[src/rtl/pal_pkg.sv]
package pal_pkg;
   // flags decoded from the counters for one pixel slot
   typedef struct packed {
      logic hsync;
      logic vsync;
      logic act;
      logic win;
      logic field;
   } raster_flags_t;
endpackage

[src/rtl/pal_ce_gen.sv]
module pal_ce_gen #(
   parameter int CE_NUM = 2,
   parameter int CE_DEN = 5,
   localparam int AW = $clog2(CE_NUM + CE_DEN) + 1
) (
   input  logic clk,
   input  logic rst,
   output logic ce
);
   if (CE_NUM < 1 || CE_NUM > CE_DEN) begin : g_bad_ratio
      $error("pal_ce_gen: CE_NUM must be in 1..CE_DEN");
   end

   if (CE_NUM == CE_DEN) begin : g_full_rate
      assign ce = !rst;
   end else begin : g_frac
      logic [AW-1:0] acc;
      logic [AW-1:0] sum;
      always_comb begin
         sum = acc + AW'(CE_NUM);
         ce  = (sum >= AW'(CE_DEN));
      end
      always_ff @(posedge clk) begin
         if (rst)     acc <= '0;
         else if (ce) acc <= sum - AW'(CE_DEN);
         else         acc <= sum;
      end
      if (2 * CE_NUM <= CE_DEN) begin : g_gap

         ce_gap_chk: assert property (@(posedge clk) disable iff (rst)
            ce |=> !ce);
      end
   end
endmodule

[src/rtl/pal_raster_cnt.sv]
module pal_raster_cnt #(
   parameter int H_TOTAL     = 2048,
   parameter int FRAME_LINES = 625,
   localparam int HW = $clog2(H_TOTAL),
   localparam int LW = $clog2(FRAME_LINES)
) (
   input  logic          clk,
   input  logic          rst,
   input  logic          ce,
   output logic [HW-1:0] h_cnt,
   output logic [LW-1:0] l_cnt
);
   always_ff @(posedge clk) begin
      if (rst) begin
         h_cnt <= '0;
         l_cnt <= '0;
      end else if (ce) begin
         if (h_cnt == HW'(H_TOTAL - 1)) begin
            h_cnt <= '0;
            l_cnt <= (l_cnt == LW'(FRAME_LINES - 1)) ? '0 : l_cnt + 1'b1;
         end else begin
            h_cnt <= h_cnt + 1'b1;
         end
      end
   end


   hwrap_chk: assert property (@(posedge clk) disable iff (rst)
      (ce && h_cnt == HW'(H_TOTAL - 1)) |=> (h_cnt == '0));
endmodule

[src/rtl/pal_ovl_ram.sv]
module pal_ovl_ram #(
   parameter int AW = 11
) (
   input  logic          clk,
   input  logic          we,
   input  logic [AW-1:0] waddr,
   input  logic          wbit,
   input  logic          re,
   input  logic [AW-1:0] raddr,
   output logic          rbit
);
   logic mem [2**AW];
   // read sees the old contents on an address collision
   always_ff @(posedge clk) begin
      if (re) rbit <= mem[raddr];
      if (we) mem[waddr] <= wbit;
   end
endmodule

[src/rtl/pal_raster_overlay.sv]
module pal_raster_overlay
   import pal_pkg::*;
#(
   parameter int CE_NUM      = 2,
   parameter int CE_DEN      = 5,
   parameter int H_TOTAL     = 2048,
   parameter int H_ACTIVE    = 1400,
   parameter int HA_START    = 560,
   parameter int HS_START    = 48,
   parameter int HS_W        = 150,
   parameter int FRAME_LINES = 625,
   parameter int ACT_LINES   = 288,
   parameter int VS_LINES    = 3,
   parameter int OVL_W       = 64,
   parameter int OVL_H       = 32,
   parameter int DW          = 10,
   parameter int BLACK       = 64,
   parameter int CHAR_LVL    = 940,
   localparam int LW = $clog2(FRAME_LINES),
   localparam int XW = $clog2(H_ACTIVE),
   localparam int YW = $clog2(ACT_LINES),
   localparam int OX = $clog2(OVL_W),
   localparam int OY = $clog2(OVL_H),
   localparam int OA = OX + OY
) (
   input  logic          clk,
   input  logic          rst,
   input  logic [LW-1:0] v_start,
   input  logic [DW-1:0] pix_in,
   input  logic          ovl_we,
   input  logic [OA-1:0] ovl_waddr,
   input  logic          ovl_wbit,
   output logic          pix_ce,
   output logic          csync_n,
   output logic          blank,
   output logic          field,
   output logic [XW-1:0] act_x,
   output logic [YW-1:0] act_y,
   output logic [YW:0]   src_row,
   output logic [DW-1:0] dac_out
);
   localparam int HW      = $clog2(H_TOTAL);
   localparam int HALF    = H_TOTAL / 2;
   localparam int F1_BASE = (FRAME_LINES + 1) / 2;

   if (FRAME_LINES % 2 == 0 || H_TOTAL % 2 != 0) begin : g_bad_frame
      $error("pal_raster_overlay: FRAME_LINES must be odd and H_TOTAL even");
   end
   if (HA_START + H_ACTIVE > H_TOTAL || HS_START + HS_W > H_TOTAL) begin : g_bad_h
      $error("pal_raster_overlay: horizontal windows exceed the line");
   end
   if (OVL_W > H_ACTIVE || OVL_H > ACT_LINES || OVL_W < 2 || OVL_H < 2
       || (1 << OX) != OVL_W || (1 << OY) != OVL_H) begin : g_bad_ovl
      $error("pal_raster_overlay: overlay window must be a power-of-two fit");
   end
   if (4 * VS_LINES >= FRAME_LINES || 2 * ACT_LINES >= FRAME_LINES) begin : g_bad_v
      $error("pal_raster_overlay: vertical sizes exceed a field");
   end

   logic [HW-1:0] h_cnt;
   logic [LW-1:0] l_cnt;

   pal_ce_gen #(.CE_NUM(CE_NUM), .CE_DEN(CE_DEN)) u_ce (
      .clk(clk), .rst(rst), .ce(pix_ce));

   pal_raster_cnt #(.H_TOTAL(H_TOTAL), .FRAME_LINES(FRAME_LINES)) u_cnt (
      .clk(clk), .rst(rst), .ce(pix_ce), .h_cnt(h_cnt), .l_cnt(l_cnt));

   // decode of the slot currently addressed by the counters
   raster_flags_t fl;
   logic [31:0]   h32, l32, v32, hl32, fl32, x32, y32;
   logic [OA-1:0] rd_addr;
   always_comb begin
      h32      = 32'(h_cnt);
      l32      = 32'(l_cnt);
      v32      = 32'(v_start);
      hl32     = (l32 << 1) + ((h32 >= 32'(HALF)) ? 32'd1 : 32'd0);
      fl.field = (hl32 >= 32'(FRAME_LINES));
      fl.vsync = (hl32 < 32'(2 * VS_LINES))
               || (fl.field && hl32 < 32'(FRAME_LINES + 2 * VS_LINES));
      fl.hsync = (h32 >= 32'(HS_START)) && (h32 < 32'(HS_START + HS_W));
      fl32     = fl.field ? l32 - 32'(F1_BASE) : l32;
      fl.act   = (h32 >= 32'(HA_START)) && (h32 < 32'(HA_START + H_ACTIVE))
               && (fl32 >= v32) && (fl32 < v32 + 32'(ACT_LINES));
      x32      = h32 - 32'(HA_START);
      y32      = fl32 - v32;
      fl.win   = fl.act && (x32 < 32'(OVL_W)) && (y32 < 32'(OVL_H));
      rd_addr  = {y32[OY-1:0], x32[OX-1:0]};
   end

   // map read issued in the same enable as the position register
   logic ovl_bit;
   pal_ovl_ram #(.AW(OA)) u_ram (
      .clk(clk), .we(ovl_we), .waddr(ovl_waddr), .wbit(ovl_wbit),
      .re(pix_ce), .raddr(rd_addr), .rbit(ovl_bit));

   logic blank_q, csync_q, field_q, win_q;
   logic [XW-1:0] x_q;
   logic [YW-1:0] y_q;
   always_ff @(posedge clk) begin
      if (rst) begin
         blank_q <= 1'b1;
         csync_q <= 1'b1;
         field_q <= 1'b0;
         win_q   <= 1'b0;
         x_q     <= '0;
         y_q     <= '0;
      end else if (pix_ce) begin
         blank_q <= !fl.act;
         csync_q <= !(fl.hsync ^ fl.vsync);
         field_q <= fl.field;
         win_q   <= fl.win;
         x_q     <= fl.act ? x32[XW-1:0] : '0;
         y_q     <= fl.act ? y32[YW-1:0] : '0;
      end
   end

   logic show_char;
   assign show_char = win_q & ovl_bit;
   assign blank     = blank_q;
   assign csync_n   = csync_q;
   assign field     = field_q;
   assign act_x     = x_q;
   assign act_y     = y_q;
   assign src_row   = {y_q, field_q};
   assign dac_out   = blank_q ? DW'(BLACK) : (show_char ? DW'(CHAR_LVL) : pix_in);


   field_mid_chk: assert property (@(posedge clk) disable iff (rst)
      !$stable(field_q) |-> ($past(h_cnt) == HW'(HALF) || $past(h_cnt) == '0));

   hold_chk: assert property (@(posedge clk) disable iff (rst)
      !$past(pix_ce) |-> ($stable(blank_q) && $stable(x_q) && $stable(csync_q)));
endmodule

[config.mk]
export PLATFORM = sky130hd
export DESIGN_NAME = pal_raster_overlay
export DESIGN_NICKNAME = d
export VERILOG_FILES = /design/src/rtl/pal_pkg.sv /design/src/rtl/pal_ce_gen.sv /design/src/rtl/pal_raster_cnt.sv /design/src/rtl/pal_ovl_ram.sv /design/src/rtl/pal_raster_overlay.sv
export SDC_FILE = /design/constraint.sdc
export NUM_CORES = 2
export LEC_CHECK = 0
export CORE_ASPECT_RATIO = 1.25
export CORE_MARGIN = 10
export CORE_UTILIZATION = 45
export DETAILED_ROUTE_END_ITERATION = 8
export DONT_BUFFER_PORTS = 1
export PLACE_DENSITY_LB_ADDON = 0.3
export SLEW_MARGIN = 15
export SYNTH_ARGS = -nofsm -noshare
export SYNTH_HDL_FRONTEND = slang
export SYNTH_SLANG_ARGS = --single-unit
export TNS_END_PERCENT = 20
[constraint.sdc]
create_clock -name clk -period 7 [get_ports clk]
set_input_delay 0.35 -clock clk [delete_from_list [all_inputs] [get_ports clk]]
set_output_delay 0.35 -clock clk [all_outputs]
set_load 0.005 [all_outputs]
; ---- Yosys cells after proc, flatten, opt, wreduce, memory -nomap -nowiden
; Memories as Yosys holds them, arrays and structs flattened. A register that Yosys moved wholly into a read port is not among the register bits.
; Cells that the tools add are included.
[word_totals]
mem_count = 1
input_bits = 35
ramBits = 2048
register_bits = 49
[memory_table]
columns = memory, words, width, read_ports, rd_clocked_by_memory_dff, wr, line
row1 = u_ram.mem, 2048, 1, 1, 1, 1, pal_ovl_ram.sv:12  ; logic mem [2**AW];
[classes]
bitwise = 2
muxes = 11
n_lt_le_gt_ge = 13
add_sub_neg = 9
eq_ne = 2
reduce_logical = 11
[op_table]
columns = cell, n
row1 = greater-or-equal comparator 32 x 10 -> 1 bit, 1
row2 = less-than comparator 32 x 11 -> 1 bit, 1
row3 = less-than comparator 32 x 6 -> 1 bit (second input constant), 1
row4 = less-than comparator 32 x 7 -> 1 bit (second input constant), 1
row5 = 2-to-1 mux 32 bit, 1
row6 = subtractor 32 x 10 -> 32 bit, 1
row7 = 2-to-1 mux 10 bit, 3
row8 = 2-to-1 mux 11 bit, 2
row9 = adder 11 x 1 -> 12 bit, 1
row10 = greater-or-equal comparator 12 x 10 -> 1 bit (second input constant), 1
row11 = less-than comparator 12 x 10 -> 1 bit (second input constant), 1
row12 = less-than comparator 12 x 3 -> 1 bit (second input constant), 1
row13 = subtractor 11 x 10 -> 12 bit (second input constant), 1
row14 = adder 10 x 9 -> 11 bit (second input constant), 1
row15 = adder 11 x 1 -> 11 bit (second input constant), 1
row16 = == test 11 bit (second input constant), 1
row17 = greater-or-equal comparator 11 x 10 -> 1 bit (second input constant), 1
row18 = greater-or-equal comparator 11 bit (second input constant), 1
row19 = greater-or-equal comparator 11 x 6 -> 1 bit (second input constant), 1
row20 = less-than comparator 11 bit (second input constant), 1
row21 = less-than comparator 11 x 8 -> 1 bit (second input constant), 1
row22 = subtractor 10 x 9 -> 11 bit (second input constant), 1
row23 = adder 10 x 1 -> 10 bit (second input constant), 1
row24 = == test 10 bit (second input constant), 1
row25 = 12 further kinds, 21

; ---- Longest topological paths before layout
[depth]
ltp_word = 10
ltp_mapped = 27
depth_no_buf = 25

; ---- Cells and area by module
; From an unflattened synthesis, not the netlist that was laid out.
[unflattened]
cells_unflattened = 6725
hier_area_um2 = 93213.1
[modules_own_cells]
columns = module, n_inst, area_each_um2, cells_per_inst
row1 = pal_ovl_ram, 1, 89355.7, 6243
row2 = pal_raster_overlay, 1, 2491.1, 335
row3 = pal_raster_cnt, 1, 1096.1, 119
row4 = pal_ce_gen, 1, 270.3, 28

; ---- Worst setup path before layout
; Ideal clock, no wire load.
[synth_path]
path_kind = reg2reg
start = register u_cnt.l_cnt[8]
end = register win_q
synth_period_minus_slack_ns = 6.082
path_stages_with_launch = 27
t_required_ns = 6.926
n_path_buf = 2
t_arrival_ns = 6.008
path_slack_ns = 0.918
path_cell_list = dfxtp_1 -> clkbuf_1 -> or4b_2 -> nor3_1 -> nand2b_1 -> clkbuf_1 -> xnor2_1 -> ha_1 -> inv_1 -> fa_1 -> a21o_1 -> a21oi_1 -> o21bai_1 -> a21oi_1 -> o21ai_0 -> a21o_1 -> a21oi_1 -> nand2_1 -> ha_1 -> nor4b_1 -> o21ai_0 -> nor4_1 -> or4b_2 -> nor3b_1 -> nor3b_1 -> nand4b_1 -> o21ai_0
[synth_between]
elab_chain_cells = 8
elab_cells_between_ends = 12
classes_between = add/sub: 3 / order compare: 4 / mux: 1 / reduce/logical: 4
[synth_lines]
columns = element, line
row1 = from (decl), pal_raster_cnt.sv:11  ; output logic [LW-1:0] l_cnt
row2 = from (signal assigned), pal_raster_cnt.sv:20  ; l_cnt <= (l_cnt == LW'(FRAME_LINES - 1)) ? '0 : l_cnt + 1'b1;
row3 = adder 11 x 1 -> 12 bit, pal_raster_overlay.sv:77  ; hl32 = (l32 << 1) + ((h32 >= 32'(HALF)) ? 32'd1 : 32'd0);
row4 = greater-or-equal comparator 12 x 10 -> 1 bit, pal_raster_overlay.sv:78  ; fl.field = (hl32 >= 32'(FRAME_LINES));
row5 = 2-to-1 mux 32 bit *, pal_raster_overlay.sv:82  ; fl32 = fl.field ? l32 - 32'(F1_BASE) : l32;
row6 = branches (longest 4 deep; another with subtractor 32 x 10 -> 32 bit), --
row7 = logical AND 1 bit *, pal_raster_overlay.sv:87  ; fl.win = fl.act && (x32 < 32'(OVL_W)) && (y32 < 32'(OVL_H));
row8 = to (signal assigned), pal_raster_overlay.sv:112  ; win_q <= fl.win;
row9 = to (decl), pal_raster_overlay.sv:97  ; logic blank_q, csync_q, field_q, win_q;
; Mark *: on every way between the ends.
; A chain may end at the register's enable or synchronous reset.

; ---- Worst setup path in the final report
; Same ends and word-level chain as after synthesis.

==> flow_metrics.py <==
metrics = {
    "critical_path": {
        "cp_data_required_time_ns": 7.77,
        "critPathTopFamily": "simple AND/OR/NAND/NOR gates",
        "crit_buf_inv": 1,
        "worst-path-max-fanout": 11,
        "r2r_cells": 24,
        "cp_num_cells": 24,
        "worstPathCellList": "or4b_2 > nor3_1 > nand2b_2 > xnor2_1 > ha_1 > inv_1 > fa_1 > a21o_1 > a21oi_1 > o21bai_1 > a21oi_1 > o21ai_0 > a21o_1 > a21oi_2 > nand2_1 > ha_1 > nor4b_1 > o21ai_0 > nor4_1 > or4b_2 > nor3b_1 > nor3b_1 > nand4b_1 > o21ai_0",
        "crit_arrival_ns": 7.14,
        "cp_common_cell": "o21ai_0",
        "cp-end-kind": "flop",
        "start_kind": "flop",
        "critPathSlowestCell": "or4b_2",
        "criticalPathCategory": "reg -> reg",
        "max_stage_delay_ns": 0.62,
    },
    "floorplanning": {
        "die_x_um": 424,
        "initial_utilization": 0.452,
        "io_pins": 79,
        "std_cell_rows": 185,
        "die-area_um2": 223000,
        "coreArea_um2": 203000,
        "die_height_um": 525,
    },
    "synthesis": {
        "synth_top_area_frac": 0.669,
        "ys_types": 80,
        "yosysTopAreaCell": "edfxtp_1",
        "synth.yosys.seq_area_share": 0.680,
        "synth_edf_count": 2049,
        "synthFlopType": "edfxtp_1",
        "synthTopCellsByArea": "edfxtp_1, nor2_1, mux4_2, mux2i_1, clkbuf_1",
        "syn_nets": 6804,
        "syn_inst": 6734,
        "synth_common_cells": "nor2_1, edfxtp_1, clkbuf_1",
        "synth_seq_cells": 2098,
        "yosysMostFrequentCell": "nor2_1",
        "synth.cell_area_um2": 91900,
        "yosys_warnings": 0,
        "async_flop_share": 0,
        "avgSynthCellArea_um2": 13.6,
    },
    "sta": {
        "relSlewSlack": 0.0834,
        "finalHoldViolCount": 0,
        "worst_pin_slew_ns": 1.37,
        "slew_viol_final": 0,
        "skew_ns": 0.0304,
        "setup-tns-final_ns": 0,
        "period_share": 0.911,
        "clock.fmax_mhz": 157,
        "setup_viol": 0,
        "fin_crit_ns": 6.38,
        "rsz0062_at_grt": "no",
    },
    "drt": {
        "viasPerCell": 6.30,
        "postRouteAntennaNets": 0,
        "wl_met3_um": 29100,
        "met2_length_um": 140000,
        "dr_total_vias": 58600,
        "drc_errors": 0,
        "route.top_layer_used": "met5",
        "totalWireLength_um": 286000,
        "met1_length_um": 101000,
        "drt_iter0_markers": 8513,
        "drtPass1Iterations": 6,
        "wl_per_cell_um": 30.8,
    },
    "clock_network": {
        "clkTransAtPathRegs_ns": 0.07,
        "numCtsBuffers": 195,
        "clkSinkCount": 2098,
        "cts_tree": "yes",
        "cts_setup_buffers": 0,
        "cts_root_buffer": "clkbuf_16",
        "htreeDepth": 4,
        "cts_buffer_depth": 3,
        "clk_latency_ns": 0.86,
    },
    "power_and_ir_drop": {
        "p_total_mw": 28.8,
        "peakVddDrop_uv": 278,
        "p_leak_nw": 28.5,
        "pwr_density_cell_nw_per_um2": 286,
    },
    "global_routing": {
        "grt_overflow": 0,
        "grt_max_degree": 273,
        "first_global_vias": 57500,
        "antenna_found_initial": 8,
        "grt.total_usage": 0.250,
        "grt_pass1_wl_um": 407000,
    },
    "flow_run": {
        "drv_cap": 0,
    },
    "final_layout": {
        "instances_no_fill": 9300,
        "nets": 6492,
        "area_growth_pct": 9.35,
        "utilization": 0.495,
        "stdcell_area_um2": 101000,
        "drive_gt1_frac": 0.133,
    },
    "hold_path": {
        "hp-class": "in -> reg",
        "hold_path_depth": 4,
    },
    "outcome": {
        "status": "completed",
    },
    "placement": {
        "portBuffers": 0,
        "place_hpwl_um": 155000,
        "globalplace.congestion": 0.868,
        "dp.cells": 8928,
        "placed_area_um2": 94300,
    },
}
==> state kept, by name (all words and copies together) (netlist names) <==
register         flops
u_ram.mem         2048
act_x               11
u_cnt.h_cnt         11
u_cnt.l_cnt         10
act_y                9
u_ce.g_frac.acc      4
blank                1
csync_n              1
field                1
u_ram.rbit           1
win_q                1
==> layout make-up <==
type                       instances  area [um^2]
tap                             2711         3390
sequential                      2098        62500
timing repair buffer             165         1510
inverter                          34          128
fill                           17500       103000
multi-input combinational       3928        26900
clock inverter                   105          826
antenna                            7         17.5
clock buffer                     252         5220
==> power breakdown <==
part           internal (mW)  switching [mW]  total (mW)
registers               13.8           0.107        13.9
logic                   1.85            2.67        4.52
clock network           5.65            4.69        10.3
==> worst paths after layout <==
path	startpoint	to	slack (ns)
worst max-delay path	u_cnt.l_cnt[8]$_SDFFE_PP0P_	win_q$_SDFFE_PP0N_	0.62
worst min-delay path	v_start[9]	win_q$_SDFFE_PP0N_	0.05
worst max register to register	u_cnt.l_cnt[8]$_SDFFE_PP0P_	win_q$_SDFFE_PP0N_	0.62
worst min register to register	csync_n$_SDFFE_PP1N_	csync_n$_SDFFE_PP1N_	0.56
==> metrics by stage <==
| stage | hold slack, ns | setup WS, ns |
|---|---|---|
| after CTS | 0.00190 | 0.461 |
| after global placement | 0.428 | 0.482 |
| after global routing | 0.0788 | 0.0100 |
| final | 0.0452 | 0.621 |
| after floorplan | 0.449 | 0.918 |
| after detailed placement | 0.427 | 0.527 |
==> kinds of logic (layout without fill, tap and decap cells) <==
kind of cell             after synthesis  in the layout  synth area share
AO/OA/AOI/OAI                        585            585            0.0443
multiplexers                         651            651             0.120
flip-flops                          2098           2098             0.680
other                                  0              7                 0
AND/OR/NAND/NOR                     2615           2615             0.114
XOR/XNOR                              42             42           0.00400
buffers and inverters                708            556            0.0332
adder cells (fa/ha/maj)               35             35           0.00485
==> worst reg2reg max path: cells and delay by family, from the launching register on <==
family	cells	cell delay, ns
and+or+nand+nor	10	2.96
AOI/OAI and AO/OA	9	1.75
buffers and inverters	1	0.06
DFF	1	0.49
adders and majority gates	3	0.89
xor gates and xnor gates	1	0.15
==> routing by layer <==
metal | up-vias | global-route usage
met5 | - | 0
met4 | 4 | 0.127
met2 | 3506 | 0.416
li1 | 24000 | -
met3 | 767 | 0.0470
met1 | 30300 | 0.310
==> layout by cell type, fill, tap and decap left out, types with 14 or more instances in the layout <==
master,instances
xor2_1,14
nand3_1,52
clkinv_2,27
and3b_1,14
nand4_1,15
mux2i_1,264
o211ai_1,18
nand2b_1,14
xnor2_1,28
buf_12,19
clkbuf_1,50
o221ai_1,37
nor2_1,2151
mux2_2,35
inv_1,31
nand2_1,184
edfxtp_1,2049
a21oi_1,91
a22oi_1,99
a211oi_1,42
dfxtp_1,44
clkinv_1,56
nor3_1,24
nand3_4,32
ha_1,34
a31oi_1,24
mux4_2,344
nor2b_1,15
o21ai_0,82
o22ai_1,61
a221oi_1,24
buf_4,138
nor3b_1,14
clkbuf_16,200
==> timing repair <==
| action | in CTS | in global routing |
|---|---|---|
| setup endpoints to repair | 0 | 1 |
| hold buffers | 8 | 0 |
| hold endpoints to repair | 79 | 0 |
| gates resized for setup | 0 | 3 |
(Power assumes the default switching activity.)
